## src/rtl/pd_jumbo_pkg.sv

```systemverilog
package pd_jumbo_pkg;

    parameter int HALF_W   = 16;
    parameter int NSLOT    = 3;
    parameter int SLOT_W   = 2 * HALF_W;
    parameter int WIN_W    = NSLOT * SLOT_W;
    parameter int TAG_W    = 8;
    parameter int PAY_W    = SLOT_W - TAG_W;
    parameter int LOCIMM_W = 16;
    parameter int IMM_W    = 64;
    parameter int LEN_W    = 2;
    parameter int SRC_W    = 2;

    parameter logic [TAG_W-1:0] PFX_TAG_LO = 8'hFE;
    parameter logic [TAG_W-1:0] PFX_TAG_HI = 8'hFF;

    typedef enum logic [LEN_W-1:0] {
        LEN_NONE = 2'd0,
        LEN_32   = 2'd1,
        LEN_64   = 2'd2,
        LEN_96   = 2'd3
    } len_e;

    typedef enum logic [SRC_W-1:0] {
        IMM_SRC_LOCAL = 2'd0,
        IMM_SRC_JOIN1 = 2'd1,
        IMM_SRC_JOIN2 = 2'd2,
        IMM_SRC_RSVD  = 2'd3
    } imm_src_e;

    typedef struct packed {
        logic [SLOT_W-1:0] word;
        logic              is_pfx;
    } slot_t;

    typedef struct packed {
        logic              illegal;
        len_e              len;
        imm_src_e          src;
        logic [NSLOT-1:0]  nop;
        logic [NSLOT-1:0]  sel;
        logic [SLOT_W-1:0] insn;
        logic [IMM_W-1:0]  imm;
    } result_t;

    function automatic logic tag_is_prefix(input logic [TAG_W-1:0] tag);
        return (tag == PFX_TAG_LO) || (tag == PFX_TAG_HI);
    endfunction

    function automatic logic [SLOT_W-1:0] join_halves(input logic [HALF_W-1:0] hi_addr_lo,
                                                      input logic [HALF_W-1:0] hi_addr_hi);
        return {hi_addr_lo, hi_addr_hi};
    endfunction

endpackage

```

## src/rtl/pd_slot_former.sv

```systemverilog
module pd_slot_former
    import pd_jumbo_pkg::*;
#(
    parameter int IDX = 0
) (
    input  logic [WIN_W-1:0] window_i,
    input  logic             chain_i,
    output slot_t            slot_o,
    output logic             chain_o,
    output logic             nop_o,
    output logic             insn_o
);
    localparam int HW_FIRST  = 2 * IDX;
    localparam int HW_SECOND = 2 * IDX + 1;

    logic [HALF_W-1:0] hw_first;
    logic [HALF_W-1:0] hw_second;

    always_comb begin
        hw_first       = window_i[HW_FIRST*HALF_W +: HALF_W];
        hw_second      = window_i[HW_SECOND*HALF_W +: HALF_W];
        slot_o.word    = join_halves(hw_first, hw_second);
        slot_o.is_pfx  = tag_is_prefix(slot_o.word[SLOT_W-1 -: TAG_W]);
        // chain_i: every earlier slot was a prefix
        chain_o        = chain_i & slot_o.is_pfx;
        nop_o          = chain_i & slot_o.is_pfx;
        insn_o         = chain_i & ~slot_o.is_pfx;
    end
endmodule

```

## src/rtl/pd_chain_resolve.sv

```systemverilog
module pd_chain_resolve
    import pd_jumbo_pkg::*;
(
    input  logic [NSLOT*SLOT_W-1:0] words_i,
    input  logic [NSLOT-1:0]        nop_i,
    input  logic [NSLOT-1:0]        sel_i,
    input  logic                    overrun_i,
    output result_t                 res_o
);
    logic [IMM_W-1:0] cand [NSLOT];

    genvar gk;
    generate
        for (gk = 0; gk < NSLOT; gk++) begin : g_cand
            always_comb begin
                cand[gk] = '0;
                cand[gk][LOCIMM_W-1:0] = words_i[gk*SLOT_W +: LOCIMM_W];
                for (int j = 0; j < gk; j++) begin
                    cand[gk][LOCIMM_W + (gk-1-j)*PAY_W +: PAY_W] = words_i[j*SLOT_W +: PAY_W];
                end
            end
        end
    endgenerate

    always_comb begin
        res_o         = '0;
        res_o.illegal = overrun_i;
        if (!overrun_i) begin
            res_o.nop = nop_i;
            res_o.sel = sel_i;
            for (int k = 0; k < NSLOT; k++) begin
                if (sel_i[k]) begin
                    res_o.len  = len_e'(LEN_W'(k + 1));
                    res_o.src  = imm_src_e'(SRC_W'(k));
                    res_o.insn = words_i[k*SLOT_W +: SLOT_W];
                    res_o.imm  = cand[k];
                end
            end
        end
    end
endmodule

```

## src/rtl/pd_result_reg.sv

```systemverilog
module pd_result_reg
    import pd_jumbo_pkg::*;
(
    input  logic    clk,
    input  logic    rst,
    input  logic    valid_i,
    input  result_t res_i,
    output logic    valid_o,
    output result_t res_o
);
    always_ff @(posedge clk) begin
        if (rst) begin
            valid_o <= 1'b0;
            res_o   <= '0;
        end else begin
            valid_o <= valid_i;
            if (valid_i) begin
                res_o <= res_i;
            end
        end
    end


    valid_follows_chk: assert property (@(posedge clk) disable iff (rst)
        valid_i |=> valid_o);


    idle_follows_chk: assert property (@(posedge clk) disable iff (rst)
        !valid_i |=> !valid_o);


    hold_result_chk: assert property (@(posedge clk) disable iff (rst)
        !valid_i |=> $stable(res_o));


    illegal_empty_chk: assert property (@(posedge clk) disable iff (rst)
        (valid_o && res_o.illegal) |-> (res_o.sel == '0 && res_o.len == LEN_NONE && res_o.nop == '0));


    single_insn_chk: assert property (@(posedge clk) disable iff (rst)
        (valid_o && !res_o.illegal) |-> ($countones(res_o.sel) == 1));


    nop_below_insn_chk: assert property (@(posedge clk) disable iff (rst)
        (valid_o && !res_o.illegal) |-> (res_o.nop == NSLOT'(res_o.sel - 1'b1)));
endmodule

```

## src/rtl/pd_jumbo_predecode.sv

```systemverilog
module pd_jumbo_predecode
    import pd_jumbo_pkg::*;
(
    input  logic              clk,
    input  logic              rst,
    input  logic              in_valid,
    input  logic [95:0]       in_window,
    output logic              out_valid,
    output logic              out_illegal,
    output logic [1:0]        out_len,
    output logic [1:0]        out_imm_src,
    output logic [2:0]        out_nop,
    output logic [2:0]        out_sel,
    output logic [31:0]       out_insn,
    output logic [63:0]       out_imm
);
    slot_t                   slots [NSLOT];
    logic [NSLOT:0]          chain;
    logic [NSLOT-1:0]        nop_raw;
    logic [NSLOT-1:0]        sel_raw;
    logic [NSLOT*SLOT_W-1:0] words_flat;
    result_t                 res_comb;
    result_t                 res_q;

    assign chain[0] = 1'b1;

    genvar gi;
    generate
        for (gi = 0; gi < NSLOT; gi++) begin : g_slot
            pd_slot_former #(.IDX(gi)) u_slot (
                .window_i (in_window),
                .chain_i  (chain[gi]),
                .slot_o   (slots[gi]),
                .chain_o  (chain[gi+1]),
                .nop_o    (nop_raw[gi]),
                .insn_o   (sel_raw[gi])
            );
            assign words_flat[gi*SLOT_W +: SLOT_W] = slots[gi].word;
        end
    endgenerate

    pd_chain_resolve u_resolve (
        .words_i   (words_flat),
        .nop_i     (nop_raw),
        .sel_i     (sel_raw),
        .overrun_i (chain[NSLOT]),
        .res_o     (res_comb)
    );

    pd_result_reg u_reg (
        .clk     (clk),
        .rst     (rst),
        .valid_i (in_valid),
        .res_i   (res_comb),
        .valid_o (out_valid),
        .res_o   (res_q)
    );

    always_comb begin
        out_illegal = res_q.illegal;
        out_len     = res_q.len;
        out_imm_src = res_q.src;
        out_nop     = res_q.nop;
        out_sel     = res_q.sel;
        out_insn    = res_q.insn;
        out_imm     = res_q.imm;
    end


    len64_map_chk: assert property (@(posedge clk) disable iff (rst)
        (out_valid && out_len == 2'd2) |-> (out_sel == 3'b010 && out_imm_src == 2'd1));


    len96_map_chk: assert property (@(posedge clk) disable iff (rst)
        (out_valid && out_len == 2'd3) |-> (out_sel == 3'b100 && out_imm_src == 2'd2));
endmodule

```

## config.mk

```make
export PLATFORM = sky130hd
export DESIGN_NAME = pd_jumbo_predecode
export DESIGN_NICKNAME = d
export VERILOG_FILES = /design/src/rtl/pd_jumbo_pkg.sv /design/src/rtl/pd_slot_former.sv /design/src/rtl/pd_chain_resolve.sv /design/src/rtl/pd_result_reg.sv /design/src/rtl/pd_jumbo_predecode.sv
export SDC_FILE = /design/constraint.sdc
export NUM_CORES = 1
export LEC_CHECK = 0
export ABC_AREA = 1
export BUFFER_PORTS_ARGS = -buffer_cell sky130_fd_sc_hd__buf_2
export CORE_UTILIZATION = 42
export DETAILED_ROUTE_END_ITERATION = 6
export PLACE_DENSITY = 0.76
export SYNTH_ARGS = -nofsm -noshare
export SYNTH_HDL_FRONTEND = slang
export SYNTH_SLANG_ARGS = --single-unit
```

## constraint.sdc

```tcl
create_clock -name clk -period 1.1 [get_ports clk]
set_input_delay 0 -clock clk [delete_from_list [all_inputs] [get_ports clk]]
set_output_delay 0 -clock clk [all_outputs]
set_load 0.02 [all_outputs]
```

==> results.json, run 1 <==
{
  "drt_iter0_drc": 201,
  "timing.rr.start": "u_reg.res_o[105]",
  "grt_pass1_wl_um": 23400,
  "fin_util_pct": 67.0,
  "hold_end": "u_reg.res_o[91]",
  "grt_overflow": 0,
  "fin_nets": 1055,
  "synth_ff_type": "dfxtp_1",
  "hp-start": "in_window[43]",
  "maxCapViolCount": 0,
  "synth_fp_nets": 774,
  "antenna_left": 0,
  "arrival_ns": 1.21,
  "clock_sinks": 88,
  "drive_above_1_share_pct": 28.8,
  "wl_per_cell_um": 13.8,
  "grt_pass1_vias": 5006,
  "clock_path_buffers": 2,
  "top_level_ports": 207,
  "setup_violations": 0,
  "core_area_sq_mm": 0.00982,
  "yosys-top-cells-area": "dfxtp_1 (41%), nand2_1 (31%), nand3_1 (7.6%)",
  "crit_type": "in -> reg",
  "cts_tree": "done",
  "vias": 5269,
  "dpl.hpwl_um": 9940,
  "yosys.area.top_type": "dfxtp_1",
  "yosysWarnings": 0,
  "cp-start-kind": "input port",
  "grt.total_usage_pct": 28.6,
  "syn_inst": 675,
  "insertion_delay_ns": 0.34,
  "holdBufCountCts": 79,
  "syn_area_sq_mm": 0.00429,
  "synth_edf_count": 0,
  "cp-end-kind": "register",
  "root_buffer": "clkbuf_8",
  "drc": 0,
  "cts_buffers": 9,
  "dpl_cell_area_sq_mm": 0.00557,
  "netlist.area_leader.share_pct": 41.1,
  "fp.dieH_um": 103,
  "r2r_slack_ns": 0.42,
  "power_leakage_nw": 3.80,
  "routabilityCongestion": 0.857,
  "fin_setup_tns_ns": 0,
  "fin_area_sq_mm": 0.00658,
  "antenna_found_initial": 0,
  "rr_worst_depth": 2,
  "via_per_inst": 4.82,
  "worst_ep_required_time_ns": 1.34,
  "post_cts_resized": 0,
  "fp.dieW_um": 103,
  "synth.distinct_cells": 27,
  "avgSynthCellArea_sq_um": 6.35,
  "fin_crit_ns": 0.969,
  "clock_skew_ns": 0,
  "synthArstFlopShare_pct": 0,
  "ir_drop_mv": 0.899,
  "hold_ws_ns": 0.0166,
  "port_buffers": 205,
  "crit_fanout": 21,
  "max_freq_ghz": 1.03,
  "p_per_area_mw_per_mm2": 1050,
  "syn_to_final_growth_pct": 53.4,
  "cts_setup_buffers": 0,
  "yosysSeqAreaShare_pct": 41.1,
  "status": "finished clean",
  "rsz0062_at_grt": "false",
  "finalMaxSlewViolations": 0,
  "dieArea_sq_mm": 0.0106,
  "insertedDiodeCount": 0,
  "ctsHtreeMaxLevel": 3,
  "initial_core_util_pct": 43.7,
  "drtPass1Iterations": 6,
  "nFillCells": 837,
  "routed_wl_um": 15100,
  "grt_max_degree": 60,
  "hold_viol": 0,
  "hold_depth": 5,
  "hold_path.class": "in -> reg",
  "r2r_end": "u_reg.res_o[105]",
  "fin_crit_sh_pct": 88.1,
  "rows": 36,
  "clk_pin_slew_ns": 0.09,
  "synth-seq-cells": 88
}
==> per-stage QoR <==
step,power [mW],std cells,setup WS (ns)
finish,6.89,1094,0.131
CTS,6.91,1094,0.161
detailed placement,4.29,999,-0.176
global placement,4.29,999,-0.169
global route,7.16,1094,0.0798
floorplan,3.86,675,0.0221
==> where the power goes <==
| group | switching (mW) | internal (mW) | total (mW) | leakage [nW] |
|---|---|---|---|---|
| clock | 1.23 | 1.19 | 2.42 | 0.102 |
| sequential | 0.0486 | 3.26 | 3.31 | 0.716 |
| combinational | 0.610 | 0.544 | 1.15 | 2.98 |
==> Yosys cell counts, types with 3 or more instances <==
library cell,number
nand2_1,357
dfxtp_1,88
nand3_1,65
nor2_1,63
buf_4,25
clkbuf_1,15
buf_2,11
inv_1,11
a21oi_1,9
buf_6,4
nand4_1,3
o21ai_0,3
==> registers in the layout (all words and copies together), names as in the netlist <==
| signal | count |
|---|---|
| u_reg.valid_o | 1 |
| u_reg.res_o | 87 |
==> how the worst max path moves through the flow <==
stage                                from              end  cells after the start
after global placement      in_window[75]  u_reg.res_o[33]                      9
after detailed placement    in_window[79]  u_reg.res_o[20]                      9
after CTS                 u_reg.res_o[15]      out_imm[15]                      1
final                       in_window[79]  u_reg.res_o[26]                      9
after floorplan             in_window[43]   u_reg.res_o[0]                     11
after global routing      u_reg.res_o[15]      out_imm[15]                      1
==> critical path: stages <==
cell	delay [ns]
buf_2	0.10
nand3_1	0.11
nor3_1	0.33
nand2_2	0.12
nand3_2	0.14
inv_1	0.09
buf_12	0.16
nand2_1	0.08
nand2_1	0.06
==> area by class of cell <==
class                      instances  area (sq um)  share of cell area, %
clock inverter                     5          62.6                  0.951
sequential                        88          1760                   26.8
multi-input combinational        517          2130                   32.4
timing repair buffer             328          2260                   34.4
tap                              133           166                   2.53
inverter                          12          45.0                  0.685
clock buffer                      11           151                   2.30
==> metal layers <==
metal  part of all wire (%)  GRT usage (%)  up-vias
met5                      0              0        -
met3                    7.7           7.59       51
li1                       -              -     2635
met1                     42           34.4     2306
met4                    3.6           12.2        0
met2                     46           47.9      277
==> kinds of logic (layout without fill, tap and decap cells) <==
logic type      count (synthesis)  count (layout)  share of synthesized area (%)
other cells                     1               1                         0.0875
compound gates                 15              15                           1.93
simple gates                  501             501                           47.5
flops                          88              88                           41.1
buf+inv                        70             356                           9.37
==> placed cells by master, fill, tap and decap left out <==
| master | netlist | layout |
|---|---|---|
| nor2_2 | 2 | 2 |
| clkinvlp_4 | 0 | 2 |
| a21oi_1 | 9 | 9 |
| nand2_1 | 357 | 357 |
| dfxtp_1 | 88 | 88 |
| nand2b_1 | 1 | 1 |
| nor2_8 | 1 | 1 |
| nand3_2 | 1 | 1 |
| nand4_1 | 3 | 3 |
| nor2_4 | 2 | 3 |
| a22oi_1 | 1 | 1 |
| buf_12 | 0 | 9 |
| o31ai_1 | 1 | 1 |
| nand2_4 | 2 | 2 |
| conb_1 | 1 | 1 |
| dlygate4sd3_1 | 0 | 79 |
| o21ai_0 | 3 | 3 |
| inv_6 | 0 | 1 |
| bufinv_16 | 0 | 1 |
| o211ai_1 | 1 | 1 |
| clkbuf_8 | 0 | 11 |
| nor3_1 | 2 | 2 |
| buf_2 | 11 | 205 |
| inv_2 | 1 | 1 |
| buf_4 | 25 | 35 |
| nand2_2 | 2 | 2 |
| nand3_1 | 65 | 65 |
| clkinv_4 | 0 | 1 |
| nor2_1 | 63 | 62 |
| inv_1 | 11 | 11 |
No activity file was read; power rests on OpenSTA's default activity.
==> inputs of run 2 (changes only) <==
- CELL_PAD_IN_SITES_DETAIL_PLACEMENT: not set -> 1
- CELL_PAD_IN_SITES_GLOBAL_PLACEMENT: not set -> 2
- CORE_UTILIZATION: 42 -> 20
- PLACE_DENSITY: 0.76 -> 0.74
==> results.json, run 2 (synthesis results as in run 1) <==
{
  "setup_violations": 0,
  "fin_crit_sh_pct": 88.0,
  "finalMaxSlewViolations": 0,
  "cts_setup_buffers": 0,
  "hold_viol": 0,
  "arrival_ns": 1.20,
  "instances_no_fill": 1239,
  "crit_chain": "buf_2, inv_1, nor2_1, nand2_2, nor2_8, nand2_2, nand3_2, inv_1, buf_4, nand2_1, nand2_1",
  "power_leakage_nw": 3.85,
  "fin_area_sq_mm": 0.00686,
  "drc": 0,
  "rsz0062_at_grt": "false",
  "rr_worst_depth": 2,
  "worst_path_largest_cell_delay_ns": 0.20,
  "vias": 5165,
  "clock_path_buffers": 2,
  "grt_max_degree": 39,
  "clock_skew_ns": 0,
  "grt.total_usage_pct": 16.9,
  "rows": 53,
  "maxCapViolCount": 0,
  "nFillCells": 2679,
  "cts_tree": "done",
  "routed_wl_um": 18300,
  "dieArea_sq_mm": 0.0220,
  "status": "finished clean",
  "fin_nets": 1058,
  "cts_buffers": 9,
  "root_buffer": "clkbuf_16",
  "ctsHtreeMaxLevel": 3,
  "post_cts_resized": 0,
  "crit_fanout": 10,
  "fp.dieW_um": 148,
  "regArea_sq_mm": 0.00176,
  "ir_drop_mv": 0.660,
  "crit_family": "simple AND/OR/NAND/NOR gates",
  "layout_common_cells": "nand2_1 (357), buf_2 (205), dfxtp_1 (88)",
  "dp.cells": 1147,
  "fin_setup_tns_ns": 0,
  "fp.dieH_um": 148,
  "drt_iter0_drc": 160,
  "dpl_cell_area_sq_mm": 0.00581,
  "core_area_sq_mm": 0.0210,
  "cp.depth": 11,
  "grt_pass1_wl_um": 28700,
  "hold_path.class": "in -> reg",
  "grt_overflow": 0,
  "wl_per_cell_um": 14.8,
  "max_freq_ghz": 1.03,
  "p_per_area_mw_per_mm2": 1110,
  "crit_buf_inv": 4,
  "crit_type": "in -> reg",
  "cp-start-kind": "input port",
  "dpl.hpwl_um": 13300,
  "setup_ws_ns": 0.132,
  "antenna_left": 0,
  "final_common_cell": "nand2_1",
  "largest_register_ffs": 87,
  "regMostFlops": "u_reg.res_o",
  "antenna_found_initial": 0,
  "initial_core_util_pct": 20.4,
  "routabilityCongestion": 0.773,
  "top_level_ports": 207,
  "via_per_inst": 4.17,
  "grt_pass1_vias": 5291,
  "hold_depth": 5,
  "worst_ep_required_time_ns": 1.34,
  "fin_util_pct": 32.6,
  "fin_crit_ns": 0.968,
  "cp-end-kind": "register",
  "slowest_stage": "buf_4",
  "drtPass1Iterations": 4,
  "insertedDiodeCount": 0,
  "drive_above_1_share_pct": 29.4,
  "reg.largest.list": "u_reg.res_o x87, u_reg.valid_o x1",
  "syn_to_final_growth_pct": 60.0,
  "clock_sinks": 88,
  "insertion_delay_ns": 0.34,
  "holdBufCountCts": 76,
  "dp_slack_ns": -0.235,
  "port_buffers": 205,
  "clk_pin_slew_ns": 0.07,
  "multiInputGateArea_sq_mm": 0.00213
}
run 2: cell types whose count changed in the layout (fill, tap and decap cells not counted), sizes merged:
| cell | before | now |
|---|---|---|
| buf | 249 | 255 |
| bufinv | 1 | 0 |
| clkinv | 1 | 3 |
| clkinvlp | 2 | 1 |
| dlygate4sd3 | 79 | 76 |
run 2: power by group:
group / switching, mW / total [mW] / internal [mW]
sequential: 0.0485 / 3.31 / 3.27
clock: 1.42 / 3.10 / 1.67
combinational: 0.625 / 1.18 / 0.552
run 2: stage by stage:
| stage | hold slack (ns) | power, mW |
|---|---|---|
| global route | 0.0590 | 7.99 |
| CTS | 0.00294 | 7.74 |
| global placement | 0.270 | 4.35 |
| floorplan | 0.131 | 3.86 |
| detailed placement | 0.264 | 4.36 |
| finish | 0.0177 | 7.59 |
run 2: area by class of cell:
type                       count  share of cell area, %
clock buffer                  11                   3.68
sequential                    88                   25.7
timing repair buffer         331                   33.3
multi-input combinational    517                   31.1
clock inverter                 5                  0.565
tap                          275                   5.02
inverter                      12                  0.657
run 2: layer usage:
metal	GRT usage (%)	up-vias	wire length, um
met5	0	-	0
met4	4.59	0	182
met3	3.25	14	883
met2	29.4	132	8730
met1	21.3	2385	8480
li1	-	2634	-
run 2: tightest hold or removal path, stage by stage:
cell and delay (ns):
buf_2 0.10, nand2_1 0.06, nand3_1 0.06, nand2_1 0.06, nand2_1 0.05
run 2: worst paths after layout:
path	slack [ns]	startpoint	to
hold reg to reg	0.45	u_reg.res_o[42]	u_reg.res_o[42]
hold / removal	0.02	in_window[35]	u_reg.res_o[83]
setup / recovery	0.13	in_window[41]	u_reg.res_o[31]
setup reg to reg	0.39	u_reg.res_o[105]	u_reg.res_o[105]
==> inputs of run 3 (changes only) <==
- CORE_MARGIN: not set -> 8
- RECOVER_POWER: not set -> 50
==> results.json, run 3 (synthesis results as in run 1) <==
{
  "maxCapViolCount": 0,
  "clk_pin_slew_ns": 0.07,
  "ir_drop_mv": 0.662,
  "fp.dieH_um": 162,
  "cts_tree": "done",
  "vias": 5138,
  "multiInputGateArea_sq_mm": 0.00214,
  "dpl.hpwl_um": 15000,
  "wl_per_cell_um": 16.1,
  "finalMaxSlewViolations": 0,
  "via_per_inst": 4.16,
  "layout_common_cells": "nand2_1 (357), buf_2 (115), clkbuf_1 (88), dfxtp_1 (88), dlygate4sd3_1 (75)",
  "worst_path_largest_cell_delay_ns": 0.30,
  "drc": 0,
  "max_freq_ghz": 1.02,
  "dp.cells": 1146,
  "crit_fanout": 11,
  "drtPass1Iterations": 4,
  "insertion_delay_ns": 0.34,
  "regArea_sq_mm": 0.00176,
  "slowest_stage": "nor2_1",
  "grt_pass1_vias": 5470,
  "status": "finished clean",
  "crit_buf_inv": 3,
  "r2r_slack_ns": 0.44,
  "hold_path.class": "in -> reg",
  "grt_max_degree": 41,
  "syn_to_final_growth_pct": 58.4,
  "fin_setup_tns_ns": 0,
  "core_area_sq_mm": 0.0210,
  "rsz0062_at_grt": "false",
  "crit_family": "simple AND/OR/NAND/NOR gates",
  "timing.rr.start": "u_reg.res_o[105]",
  "fin_crit_ns": 0.985,
  "rows": 53,
  "clock_skew_ns": 0,
  "instances_no_fill": 1236,
  "routed_wl_um": 19900,
  "crit_chain": "buf_2, nand2_1, nor2_2, nand2_4, clkbuf_2, nor2_1, inv_1, o31ai_1",
  "fin_nets": 1056,
  "rr_worst_depth": 2,
  "hold_end": "u_reg.res_o[87]",
  "routabilityCongestion": 0.767,
  "clock_sinks": 88,
  "grt_overflow": 0,
  "worst_ep_required_time_ns": 1.36,
  "crit_type": "in -> reg",
  "grt_pass1_wl_um": 30900,
  "hp-start": "in_window[71]",
  "hold_depth": 5,
  "regMostFlops": "u_reg.res_o",
  "grt.total_usage_pct": 14.9,
  "ctsHtreeMaxLevel": 3,
  "cp-start-kind": "input port",
  "fin_crit_sh_pct": 89.5,
  "clock_path_buffers": 2,
  "setup_violations": 0,
  "root_buffer": "clkbuf_16",
  "drt_iter0_drc": 154,
  "antenna_left": 0,
  "cts_setup_buffers": 0,
  "power_leakage_nw": 3.50,
  "cts_buffers": 9,
  "dieArea_sq_mm": 0.0264,
  "nFillCells": 2732,
  "final_common_cell": "nand2_1",
  "initial_core_util_pct": 20.4,
  "hold_viol": 0,
  "fp.dieW_um": 162,
  "top_level_ports": 207,
  "port_buffers": 205,
  "drive_above_1_share_pct": 20.3,
  "p_per_area_mw_per_mm2": 1160,
  "r2r_end": "u_reg.res_o[105]",
  "antenna_found_initial": 1,
  "largest_register_ffs": 87,
  "arrival_ns": 1.24,
  "cp-end-kind": "register",
  "insertedDiodeCount": 0,
  "reg.largest.list": "u_reg.res_o x87, u_reg.valid_o x1"
}
run 3: cell types whose count changed in the layout (fill, tap and decap cells not counted), sizes merged:
cell         change
bufinv           +2
buf             -93
dlygate4sd3      -1
inv              -1
clkbuf          +91
clkinv           -1
run 3: metrics by stage:
step                area, sq um  power (mW)  setup WS (ns)  utilization (%)  hold WS (ns)
floorplan                  4290        3.86         0.0221                -         0.131
detailed placement         5830        4.37         -0.230             27.7         0.265
global placement           5830        4.36         -0.221             27.7         0.265
global route               6790        8.28         0.0284             32.3        0.0185
CTS                        6900        8.08          0.139             32.8      0.000514
finish                     6790        7.90          0.115             32.3       0.00324
run 3: worst reg2reg max path: stages, from the launching register on:
cell and delay [ns]:
dfxtp_1 0.31, a22oi_1 0.17, a21oi_1 0.08
run 3: layer usage:
layer / global-route usage, % / routed length (um) / vias up
met5: 0 / 8 / -
met4: 5.47 / 405 / 2
met3: 4.58 / 1520 / 27
met2: 24.4 / 9100 / 147
met1: 18.1 / 8880 / 2332
li1: - / - / 2630
run 3: worst max path at each step:
| stage | startpoint | to | cells after the start | slack, ns |
|---|---|---|---|---|
| 2_1_floorplan | in_window[43] | u_reg.res_o[0] | 11 | 0.02 |
| 3_3_place_gp | in_window[79] | u_reg.res_o[94] | 9 | -0.22 |
| 3_5_place_dp | in_window[43] | u_reg.res_o[91] | 11 | -0.23 |
| 4_1_cts | in_window[43] | u_reg.res_o[30] | 9 | 0.14 |
| 5_1_grt | in_window[79] | u_reg.res_o[91] | 9 | 0.03 |
| 6_report | in_window[12] | u_reg.res_o[102] | 8 | 0.12 |
run 3: area by class of cell:
type                       count  area share, %
timing repair buffer         329           32.1
inverter                      12          0.663
multi-input combinational    517           31.5
clock inverter                 5           1.20
tap                          275           5.07
sequential                    88           25.9
clock buffer                  10           3.52
run 3: repair_timing:
action,4_1_cts,5_1_grt
endpoints found under the hold margin,73,0
resized for setup,0,2
setup endpoints to repair,0,2
hold buffers,75,0
run 3: power by group:
part / total [mW] / switching [mW] / internal [mW]
sequential: 3.32 / 0.0525 / 3.27
clock: 3.43 / 1.39 / 2.04
combinational: 1.15 / 0.633 / 0.521
total: 7.90 / 2.07 / 5.83
